--- src/rtl/uft_pkg.sv ---
package uft_pkg;
   typedef enum logic [1:0] {
      PH_IDLE  = 2'd0,
      PH_START = 2'd1,
      PH_DATA  = 2'd2,
      PH_STOP  = 2'd3
   } phase_e;

   localparam logic [1:0] RATE_EVEN = 2'b00;
   localparam logic [1:0] RATE_FAST = 2'b01;
   localparam logic [1:0] RATE_SLOW = 2'b10;

   function automatic int unsigned max_u(input int unsigned a, input int unsigned b);
      return (a > b) ? a : b;
   endfunction
endpackage

--- src/rtl/uft_stop_ctrl.sv ---
module uft_stop_ctrl #(
   parameter int unsigned CW        = 5,
   parameter int unsigned STOP_MIN  = 12,
   parameter int unsigned STOP_MAX  = 20,
   parameter int unsigned STOP_NOM  = 16,
   parameter int unsigned STOP_FIX  = 15,
   parameter bit          RELAX_NOM = 1'b1
) (
   input  logic          clk,
   input  logic          rst_n,
   input  logic          load,
   input  logic          fixed_short,
   input  logic [1:0]    rate_ind,
   output logic [CW-1:0] adapt_len,
   output logic [CW-1:0] frame_len
);
   import uft_pkg::*;

   localparam logic [CW-1:0] MIN_V = CW'(STOP_MIN);
   localparam logic [CW-1:0] MAX_V = CW'(STOP_MAX);
   localparam logic [CW-1:0] NOM_V = CW'(STOP_NOM);
   localparam logic [CW-1:0] FIX_V = CW'(STOP_FIX);

   logic [CW-1:0] len_q;
   logic [CW-1:0] even_nxt;
   logic [CW-1:0] adapt_nxt;

   generate
      if (RELAX_NOM) begin : g_relax
         always_comb begin
            if (len_q > NOM_V)      even_nxt = len_q - 1'b1;
            else if (len_q < NOM_V) even_nxt = len_q + 1'b1;
            else                    even_nxt = len_q;
         end
      end else begin : g_hold
         always_comb even_nxt = len_q;
      end
   endgenerate

   always_comb begin
      case (rate_ind)
         RATE_FAST: adapt_nxt = (len_q > MIN_V) ? len_q - 1'b1 : MIN_V;
         RATE_SLOW: adapt_nxt = (len_q < MAX_V) ? len_q + 1'b1 : MAX_V;
         default:   adapt_nxt = even_nxt;
      endcase
   end

   always_ff @(posedge clk) begin
      if (!rst_n)                    len_q <= NOM_V;
      else if (load && !fixed_short) len_q <= adapt_nxt;
   end

   assign adapt_len = len_q;
   assign frame_len = fixed_short ? FIX_V : adapt_nxt;
endmodule

--- src/rtl/uft_bit_timer.sv ---
module uft_bit_timer #(
   parameter int unsigned CW = 5
) (
   input  logic          clk,
   input  logic          rst_n,
   input  logic          run,
   input  logic          tick,
   input  logic [CW-1:0] limit,
   output logic          last
);
   logic [CW-1:0] cnt_q;

   assign last = run && tick && (cnt_q == limit - 1'b1);

   always_ff @(posedge clk) begin
      if (!rst_n)            cnt_q <= '0;
      else if (!run || last) cnt_q <= '0;
      else if (tick)         cnt_q <= cnt_q + 1'b1;
   end
endmodule

--- src/rtl/uft_shifter.sv ---
module uft_shifter #(
   parameter int unsigned DW = 8
) (
   input  logic          clk,
   input  logic          rst_n,
   input  logic          load,
   input  logic          shift,
   input  logic [DW-1:0] din,
   output logic          bit_out
);
   logic [DW-1:0] sreg_q;

   always_ff @(posedge clk) begin
      if (!rst_n)     sreg_q <= '1;
      else if (load)  sreg_q <= din;
      else if (shift) sreg_q <= {1'b1, sreg_q[DW-1:1]};
   end

   assign bit_out = sreg_q[0];
endmodule

--- src/rtl/uart_fracstop_tx.sv ---
module uart_fracstop_tx #(
   parameter int unsigned DATA_W    = 8,
   parameter int unsigned BIT_TICKS = 16,
   parameter int unsigned STOP_MIN  = 12,
   parameter int unsigned STOP_MAX  = 20,
   parameter int unsigned STOP_NOM  = 16,
   parameter int unsigned STOP_FIX  = 15,
   parameter bit          RELAX_NOM = 1'b1
) (
   input  logic              clk,
   input  logic              rst_n,
   input  logic              tick_16x,
   input  logic [DATA_W-1:0] in_data,
   input  logic              in_valid,
   output logic              in_ready,
   input  logic              fixed_short,
   input  logic [1:0]        rate_ind,
   output logic              txd,
   output logic              busy
);
   import uft_pkg::*;

   localparam int unsigned CNT_MAX = max_u(BIT_TICKS, STOP_MAX);
   localparam int unsigned CW      = $clog2(CNT_MAX + 1);
   localparam int unsigned IDX_W   = (DATA_W > 1) ? $clog2(DATA_W) : 1;
   localparam logic [IDX_W-1:0] IDX_LAST = IDX_W'(DATA_W - 1);
   localparam logic [CW-1:0]    BIT_V    = CW'(BIT_TICKS);
   localparam logic [CW-1:0]    NOM_V    = CW'(STOP_NOM);

   generate
      if (DATA_W < 2)            begin : g_bad_dw   $error("DATA_W must be at least 2"); end
      if (BIT_TICKS < 2)         begin : g_bad_bt   $error("BIT_TICKS must be at least 2"); end
      if (STOP_MIN < 1)          begin : g_bad_min  $error("STOP_MIN must be at least 1"); end
      if (STOP_MIN > STOP_NOM)   begin : g_bad_lo   $error("STOP_NOM below STOP_MIN"); end
      if (STOP_NOM > STOP_MAX)   begin : g_bad_hi   $error("STOP_NOM above STOP_MAX"); end
      if (STOP_FIX < STOP_MIN || STOP_FIX > STOP_MAX)
                                 begin : g_bad_fix  $error("STOP_FIX outside limits"); end
   endgenerate

   phase_e           phase_q;
   logic [IDX_W-1:0] idx_q;
   logic [CW-1:0]    fstop_q;
   logic [CW-1:0]    frame_len;
   logic [CW-1:0]    adapt_len;
   logic [CW-1:0]    limit;
   logic             accept;
   logic             last;
   logic             data_bit;

   assign in_ready = (phase_q == PH_IDLE);
   assign busy     = !in_ready;
   assign accept   = in_valid && in_ready;
   assign limit    = (phase_q == PH_STOP) ? fstop_q : BIT_V;

   uft_stop_ctrl #(
      .CW(CW), .STOP_MIN(STOP_MIN), .STOP_MAX(STOP_MAX),
      .STOP_NOM(STOP_NOM), .STOP_FIX(STOP_FIX), .RELAX_NOM(RELAX_NOM)
   ) u_stop_ctrl (
      .clk(clk), .rst_n(rst_n), .load(accept), .fixed_short(fixed_short),
      .rate_ind(rate_ind), .adapt_len(adapt_len), .frame_len(frame_len)
   );

   uft_bit_timer #(.CW(CW)) u_bit_timer (
      .clk(clk), .rst_n(rst_n), .run(busy), .tick(tick_16x),
      .limit(limit), .last(last)
   );

   uft_shifter #(.DW(DATA_W)) u_shifter (
      .clk(clk), .rst_n(rst_n), .load(accept),
      .shift((phase_q == PH_DATA) && last),
      .din(in_data), .bit_out(data_bit)
   );

   always_ff @(posedge clk) begin
      if (!rst_n) begin
         phase_q <= PH_IDLE;
         idx_q   <= '0;
         fstop_q <= NOM_V;
      end else begin
         case (phase_q)
            PH_IDLE: if (accept) begin
               phase_q <= PH_START;
               fstop_q <= frame_len;
            end
            PH_START: if (last) begin
               phase_q <= PH_DATA;
               idx_q   <= '0;
            end
            PH_DATA: if (last) begin
               if (idx_q == IDX_LAST) phase_q <= PH_STOP;
               else                   idx_q   <= idx_q + 1'b1;
            end
            default: if (last) phase_q <= PH_IDLE;
         endcase
      end
   end

   always_comb begin
      case (phase_q)
         PH_START: txd = 1'b0;
         PH_DATA:  txd = data_bit;
         default:  txd = 1'b1;
      endcase
   end
endmodule

--- config.mk ---
export PLATFORM = sky130hd
export DESIGN_NAME = uart_fracstop_tx
export DESIGN_NICKNAME = d
export VERILOG_FILES = /design/src/rtl/uft_pkg.sv /design/src/rtl/uft_stop_ctrl.sv /design/src/rtl/uft_bit_timer.sv /design/src/rtl/uft_shifter.sv /design/src/rtl/uart_fracstop_tx.sv
export SDC_FILE = /design/constraint.sdc
export NUM_CORES = 1
export LEC_CHECK = 0
export BUFFER_PORTS_ARGS = -buffer_cell sky130_fd_sc_hd__buf_2
export CAP_MARGIN = 20
export CORE_ASPECT_RATIO = 0.5
export CORE_UTILIZATION = 63
export DETAILED_ROUTE_END_ITERATION = 16
export GPL_ROUTABILITY_DRIVEN = 1
export PLACE_DENSITY_LB_ADDON = 0.1
export SETUP_SLACK_MARGIN = 0.2
export SLEW_MARGIN = 20
export SYNTH_ARGS = -nofsm -noshare
export SYNTH_HDL_FRONTEND = slang
export SYNTH_SLANG_ARGS = --single-unit
--- constraint.sdc ---
create_clock -name clk -period 5.15 [get_ports clk]
set_clock_uncertainty 0.15 [all_clocks]
set_input_delay 1.03 -clock clk [delete_from_list [all_inputs] [get_ports clk]]
set_output_delay 1.03 -clock clk [all_outputs]
set_load 0.1 [all_outputs]
# [Yosys cells after proc, flatten, opt, wreduce, memory -nomap -nowiden]
# Index checks and enable logic that the tools add are counted.
# W data, S select, Z words.
[word_totals] word_cells=64 inputBits=15 output_inout_bits=3 reg_bits=28
[classes] eq_ne=12 n_mux=20 bitwise=1 n_lt_le_gt_ge=4 n_addsub=5 reduce_logical=16
[op_table] op="$mux W5" count=6
[op_table] op="$mux W8" count=2
[op_table] op="$add A5 B1 Y5 const B" count=2
[op_table] op="$lt A5 B5 Y1 const B" count=2
[op_table] op="$mux W2" count=5
[op_table] op="$pmux W5 S2" count=1
[op_table] op="$sub A5 B1 Y5 const B" count=2
[op_table] op="$mux W3" count=3
[op_table] op="$eq A2 B2 Y1 const B" count=3
[op_table] op="$ne A2 B2 Y1 const B" count=3
[op_table] op="$pmux W2 S3" count=1
[op_table] op="$pmux W3 S2" count=1
[op_table] op="$reduce_bool A2 Y1" count=3
[op_table] op="$eq A5 B5 Y1" count=1
[op_table] op="$gt A5 B4 Y1 const B" count=1
[op_table] op="$gt A5 B5 Y1 const B" count=1
[op_table] op="$logic_and A1 B1 Y1" count=5
[op_table] op="$reduce_and A5 Y1" count=1
[op_table] op="$eq A2 B1 Y1 const B" count=2
[op_table] op="$ne A2 B1 Y1 const B" count=2
[op_table] op="$reduce_and A4 Y1" count=1
[op_table] op="$add A3 B1 Y3 const B" count=1
[op_table] op="$eq A3 B3 Y1 const B" count=1
[op_table] op="$logic_not A1 Y1" count=2
[op_table] op="6 further kinds" count=6

# [Depth between registers and ports, before layout]
[logic_depth] word_depth=8 mapped_depth=10 ltp_nobuf=9

# [Modules after synthesis]
# A second synthesis with hierarchy kept.
[hier_totals] hier_cells=236 area_unflattened_um2=2031.9
[by_module_without_submodules] mod="uft_stop_ctrl" seq_area_each_um2=100.1 cells_each=97 instances=1 area_per_inst_um2=721.9
[by_module_without_submodules] mod="uart_fracstop_tx" seq_area_each_um2=200.2 cells_each=68 instances=1 area_per_inst_um2=569.3
[by_module_without_submodules] mod="uft_shifter" seq_area_each_um2=160.2 cells_each=35 instances=1 area_per_inst_um2=397.9
[by_module_without_submodules] mod="uft_bit_timer" seq_area_each_um2=100.1 cells_each=36 instances=1 area_per_inst_um2=342.8

# [Least setup slack after synthesis]
# No wires, ideal clock.
[synth_timing] path_type="reg-to-output" start="register phase_q[0]" end="output port txd" required_ns=3.970 arrival_ns=2.317 stages_incl_launch_ff=6 n_path_buf=0 path_slack_ns=1.653 cell_sequence="dfxtp_1 inv_1 ha_1 inv_1 nor2_1 a21oi_1"
[synth_between] elab_chain_len=2 elab_cells_between_ends=3 cone_classes="eq/ne (2); mux (1)"
[synth_rtl] element="start, declared" line_no="uart_fracstop_tx.sv:40" rtl="phase_e phase_q;"
[synth_rtl] element="start signal, assigned" line_no="uart_fracstop_tx.sv:76" rtl="phase_q <= PH_IDLE;"
[synth_rtl] element="start signal, assigned" line_no="uart_fracstop_tx.sv:82" rtl="phase_q <= PH_START;"
[synth_rtl] element="start signal, assigned" line_no="uart_fracstop_tx.sv:86" rtl="phase_q <= PH_DATA;"
[synth_rtl] element="$eq A2 B2 Y1 or $eq A2 B1 Y1 (tied branches)" line_no="uart_fracstop_tx.sv:99" rtl="case (phase_q)"
[synth_rtl] element="$pmux W1 S2 (*)" line_no="uart_fracstop_tx.sv:99"
[synth_rtl] element="end, declared" line_no="uart_fracstop_tx.sv:18" rtl="output logic txd,"
# Every way passes the cells marked *; elsewhere a longest branch is shown, timed or not.

# [Worst setup path in the final report]
[layout_timing] start="register phase_q[0]" end="register u_shifter.sreg_q[6]"
[layout_between] elab_chain_len=7 elab_cells_between_ends=13 cone_classes="add/sub (1); eq/ne (3); mux (2); reduce/logical (7)"
[layout_rtl] element="$eq A2 B2 Y1" line_no="uart_fracstop_tx.sv:53" rtl="assign limit = (phase_q == PH_STOP) ? fstop_q : BIT_V;"
[layout_rtl] element="$mux W5" line_no="uart_fracstop_tx.sv:53"
[layout_rtl] element="$sub A5 B1 Y5" line_no="uft_bit_timer.sv:13" rtl="assign last = run && tick && (cnt_q == limit - 1'b1);"
[layout_rtl] element="$eq A5 B5 Y1" line_no="uft_bit_timer.sv:13"
[layout_rtl] element="$logic_and A1 B1 Y1" line_no="uft_bit_timer.sv:13"
[layout_rtl] element="$logic_and A1 B1 Y1" line_no="uart_fracstop_tx.sv:70" rtl=".shift((phase_q == PH_DATA) && last),"
[layout_rtl] element="$reduce_bool A2 Y1 (no source line)"
[layout_rtl] element="end signal, assigned" line_no="uft_shifter.sv:15" rtl="else if (load) sreg_q <= din;"
[layout_rtl] element="end signal, assigned" line_no="uft_shifter.sv:16" rtl="else if (shift) sreg_q <= {1'b1, sreg_q[DW-1:1]};"
[layout_rtl] element="end, declared" line_no="uft_shifter.sv:11" rtl="logic [DW-1:0] sreg_q;"
# Parallel ways exist; a longest one is shown, timed or not.
# A chain may end at the register's enable or synchronous reset.

==> key figures <==
Floorplanning
  • Placement Rows: 13
  • IO Count: 18
  • Die ar.: ~3300 sq um
  • Core Footprint: about 2700 sq um
  • Initial Utilization: 0.702
  • Die height: about 40 um
  • Die W: approximately 80 um

GRT
  • Largest net degree at the start of global routing: 21
  • GR peak layer: met2
  • First-pass GRT wire length: ~6.3 mm
  • Vias in the first global route: approximately 1400
  • Total GRT Usage: 0.260
  • Met2 usage: 0.491
  • Initial antenna violation count: 0
  • Met3 Use GR: 0.0578
  • M1 GR Usage: 0.320
  • Total gr overflow: 0

STA
  • Final Hold Vio Count: 0
  • Minimum clock period: between 3 and 4 ns
  • RSZ-0062 raised after global routing: false
  • Slew HR: 0.515
  • Worst Tran Pin Value: 0.725 ns
  • Hold Slack: 0.315 ns
  • Post-Route Setup TNS: 0 ns
  • Final WS setup: roughly 2.1 ns
  • Achievable frequency: between 300 and 400 MHz
  • # setup viols final: 0
  • Tcrit/Tclk final: 0.589
  • Final Max Tran Viols: 0

Final layout
  • Final core utilization: 0.753
  • Final nets: ~280
  • Commonest non-fill, non-tap cells in the layout: nand2_1, dfxtp_1, nor2_1, buf_2, ha_1
  • Ant. Diodes: 0
  • Syn-to-layout area delta: 7.19%
  • Fillers: roughly 220
  • Layout cell share with drive strength beyond 1: 0.108
  • Most common cell after layout, fill and taps aside: nand2_1

Synthesis
  • Mapped Cells: ~240
  • Yosys Warn Count: 0
  • Mapped Avg Cell Area: a little under 8 sq um
  • Syn_nets: ~270
  • Synth Register Bits: 28
  • Mapped Area: 1930 sq um
  • Synth cell types: 50
  • Sequential element share of the synthesized area: 0.290
  • Post-synth EDFFs: 0
  • FFs w/ async S/R, synth: 0
  • Synth Flop Type: dfxtp_1

CTS
  • CTS Hold Bufs: 0
  • H-tree depth: 1
  • # Post-CTS Setup Buffers: 0
  • CTS Root Cell: clkbuf_8
  • Cts bufs inserted: 3
  • Clock Tree Buf Depth: 2
  • CTS sink count: 28
  • Clk slew on worst S/H paths: roughly 0.10 ns
  • CTS resizes: 0
  • Clk_lat worst skew: approximately 0.27 ns
  • TritonCTS clock tree: built

Worst setup path
  • Crit-path most repeated cell: ha_1
  • Cell Chain, Critical Path: ha_1 -> nand2_1 -> ha_1 -> xor2_1 -> o2111ai_1 -> a211o_1 -> o41ai_4 -> and3_1 -> o21ai_1
  • CP bufs+invs: 0
  • CP max-delay cell: o41ai_4
  • CP arrival: approximately 3 ns
  • Setup crit end kind: flop
  • Maximum fanout along the worst path: 14
  • Worst Path Required: roughly 5.2 ns
  • Crit Path Category: flop to flop
  • Slowest stage delay, CP: roughly 0.63 ns
  • Startpoint Class: flop
  • CP top delay family: compound AO/OA/AOI/OAI gates

Placement
  • Hpwl dp: around 2.8 mm
  • Pre-CTS setup slack: ~2.2 ns
  • Placer Congestion: a little over 0.8
  • Port bufs: 17

Power and ir drop
  • Sw Share: 0.419
  • Leakage Power: 0.900 nW
  • Clk pwr share: 0.206
  • Pwr dens: 405 nW/um^2
  • VDD IR-drop max: roughly 0.69 mV
  • Total power: 838 uW
  • Comb power frac: 0.443
  • Internal power: approximately 500 uW
  • Sequential share of power: 0.350
  • Switching pwr: 351 uW

Routing
  • Antenna-violating nets left: 0
  • Number of vias per cell: 5.88
  • # DRC: 0
  • DRT Pass-1 Iters: 4
  • WL per Instance: around 14 um
  • Vias: 1688
  • Detailed Route Iter0 Violations: slightly below 80
  • Routed wire length: 3.92 mm

Worst hold path
  • Min-delay worst type: flop to flop

Run status
  • Status: finished clean

Flow run
  • Max Cap Viol: 0
==> Yosys cell counts (2+ instances only) <==
library cell | n | area (sq um)
clkbuf_1 | 13 | 48.8
nand4_1 | 5 | 31.3
nand2b_1 | 2 | 12.5
xor2_1 | 6 | 52.6
nand3_1 | 4 | 20.0
xnor2_1 | 6 | 52.6
o211a_1 | 2 | 20.0
nor2b_1 | 2 | 12.5
dfxtp_1 | 28 | 561
a21oi_1 | 10 | 50.1
nand2_1 | 33 | 124
o21ai_1 | 7 | 35.0
a21boi_0 | 2 | 15.0
o21a_1 | 7 | 52.6
o2111ai_1 | 2 | 17.5
inv_1 | 11 | 41.3
nor3_1 | 2 | 10.0
ha_1 | 15 | 188
a21o_1 | 3 | 22.5
mux2i_1 | 6 | 60.1
and3_1 | 8 | 50.1
a211oi_1 | 4 | 30.0
o21ai_0 | 13 | 65.1
o221ai_1 | 2 | 17.5
nor2_1 | 25 | 93.8
o31ai_1 | 2 | 15.0
==> final timing paths <==
| path | from | to | slack (ns) | cells after the start |
|---|---|---|---|---|
| hold / removal | fstop_q[4] | fstop_q[4] | 0.32 | 2 |
| setup reg to reg | phase_q[0] | u_shifter.sreg_q[6] | 2.11 | 9 |
| setup / recovery | phase_q[0] | u_shifter.sreg_q[6] | 2.11 | 9 |
| hold reg to reg | fstop_q[4] | fstop_q[4] | 0.32 | 2 |
==> final cells by class <==
type | instances | area (sq um) | share of cell area
multi-input cells | 189 | 1260 | 0.609
flip-flops and latches | 28 | 561 | 0.271
repair buffers | 17 | 85.1 | 0.0411
well taps | 37 | 46.3 | 0.0224
inverters | 12 | 45.0 | 0.0218
clock buffers | 3 | 41.3 | 0.0200
clock inverters | 1 | 30.0 | 0.0145
==> metal layers <==
layer,share of wire,vias up
li1,-,869
met1,0.49,780
met2,0.46,37
met3,0.044,2
met4,0.0033,0
met5,0,-
==> sequential cells by signal, indices dropped and copies added (netlist names) <==
signal	cells
idx_q	3
fstop_q	5
u_bit_timer.cnt_q	5
phase_q	2
u_shifter.sreg_q	8
u_stop_ctrl.adapt_len	5
==> power groups by stage <==
| stage | combinational [mW] | clock (mW) | sequential (mW) |
|---|---|---|---|
| 6_report | 0.372 | 0.173 | 0.294 |
| 5_1_grt | 0.410 | 0.184 | 0.299 |
| 4_1_cts | 0.371 | 0.175 | 0.293 |
| 3_5_place_dp | 0.367 | 0 | 0.297 |
| 3_3_place_gp | 0.359 | 0 | 0.295 |
| 2_1_floorplan | 0.334 | 0 | 0.273 |
==> worst reg2reg max path, stage by stage, from the launching register on <==
cell       delay, ns
dfxtp_1         0.39
ha_1            0.35
nand2_1         0.10
ha_1            0.32
xor2_1          0.15
o2111ai_1       0.14
a211o_1         0.36
o41ai_4         0.63
and3_1          0.26
o21ai_1         0.06
==> kinds of logic (layout without fill, tap and decap cells) <==
family | after synthesis | in the layout | share of synthesized area
AND/OR/NAND/NOR | 92 | 92 | 0.231
multiplexers | 7 | 7 | 0.0369
AO/OA/AOI/OAI | 62 | 62 | 0.219
buffers and inverters | 27 | 33 | 0.0564
XOR/XNOR | 13 | 13 | 0.0687
adder cells (fa/ha/maj) | 15 | 15 | 0.0972
flip-flops | 28 | 28 | 0.290
==> metrics by stage <==
step	cell area (sq um)	std cells
CTS	2070	287
detailed placement	2000	283
global route	2070	287
global placement	2000	283
finish	2070	287
floorplan	1930	244
Note: power is estimated with default switching activity, not from simulation.
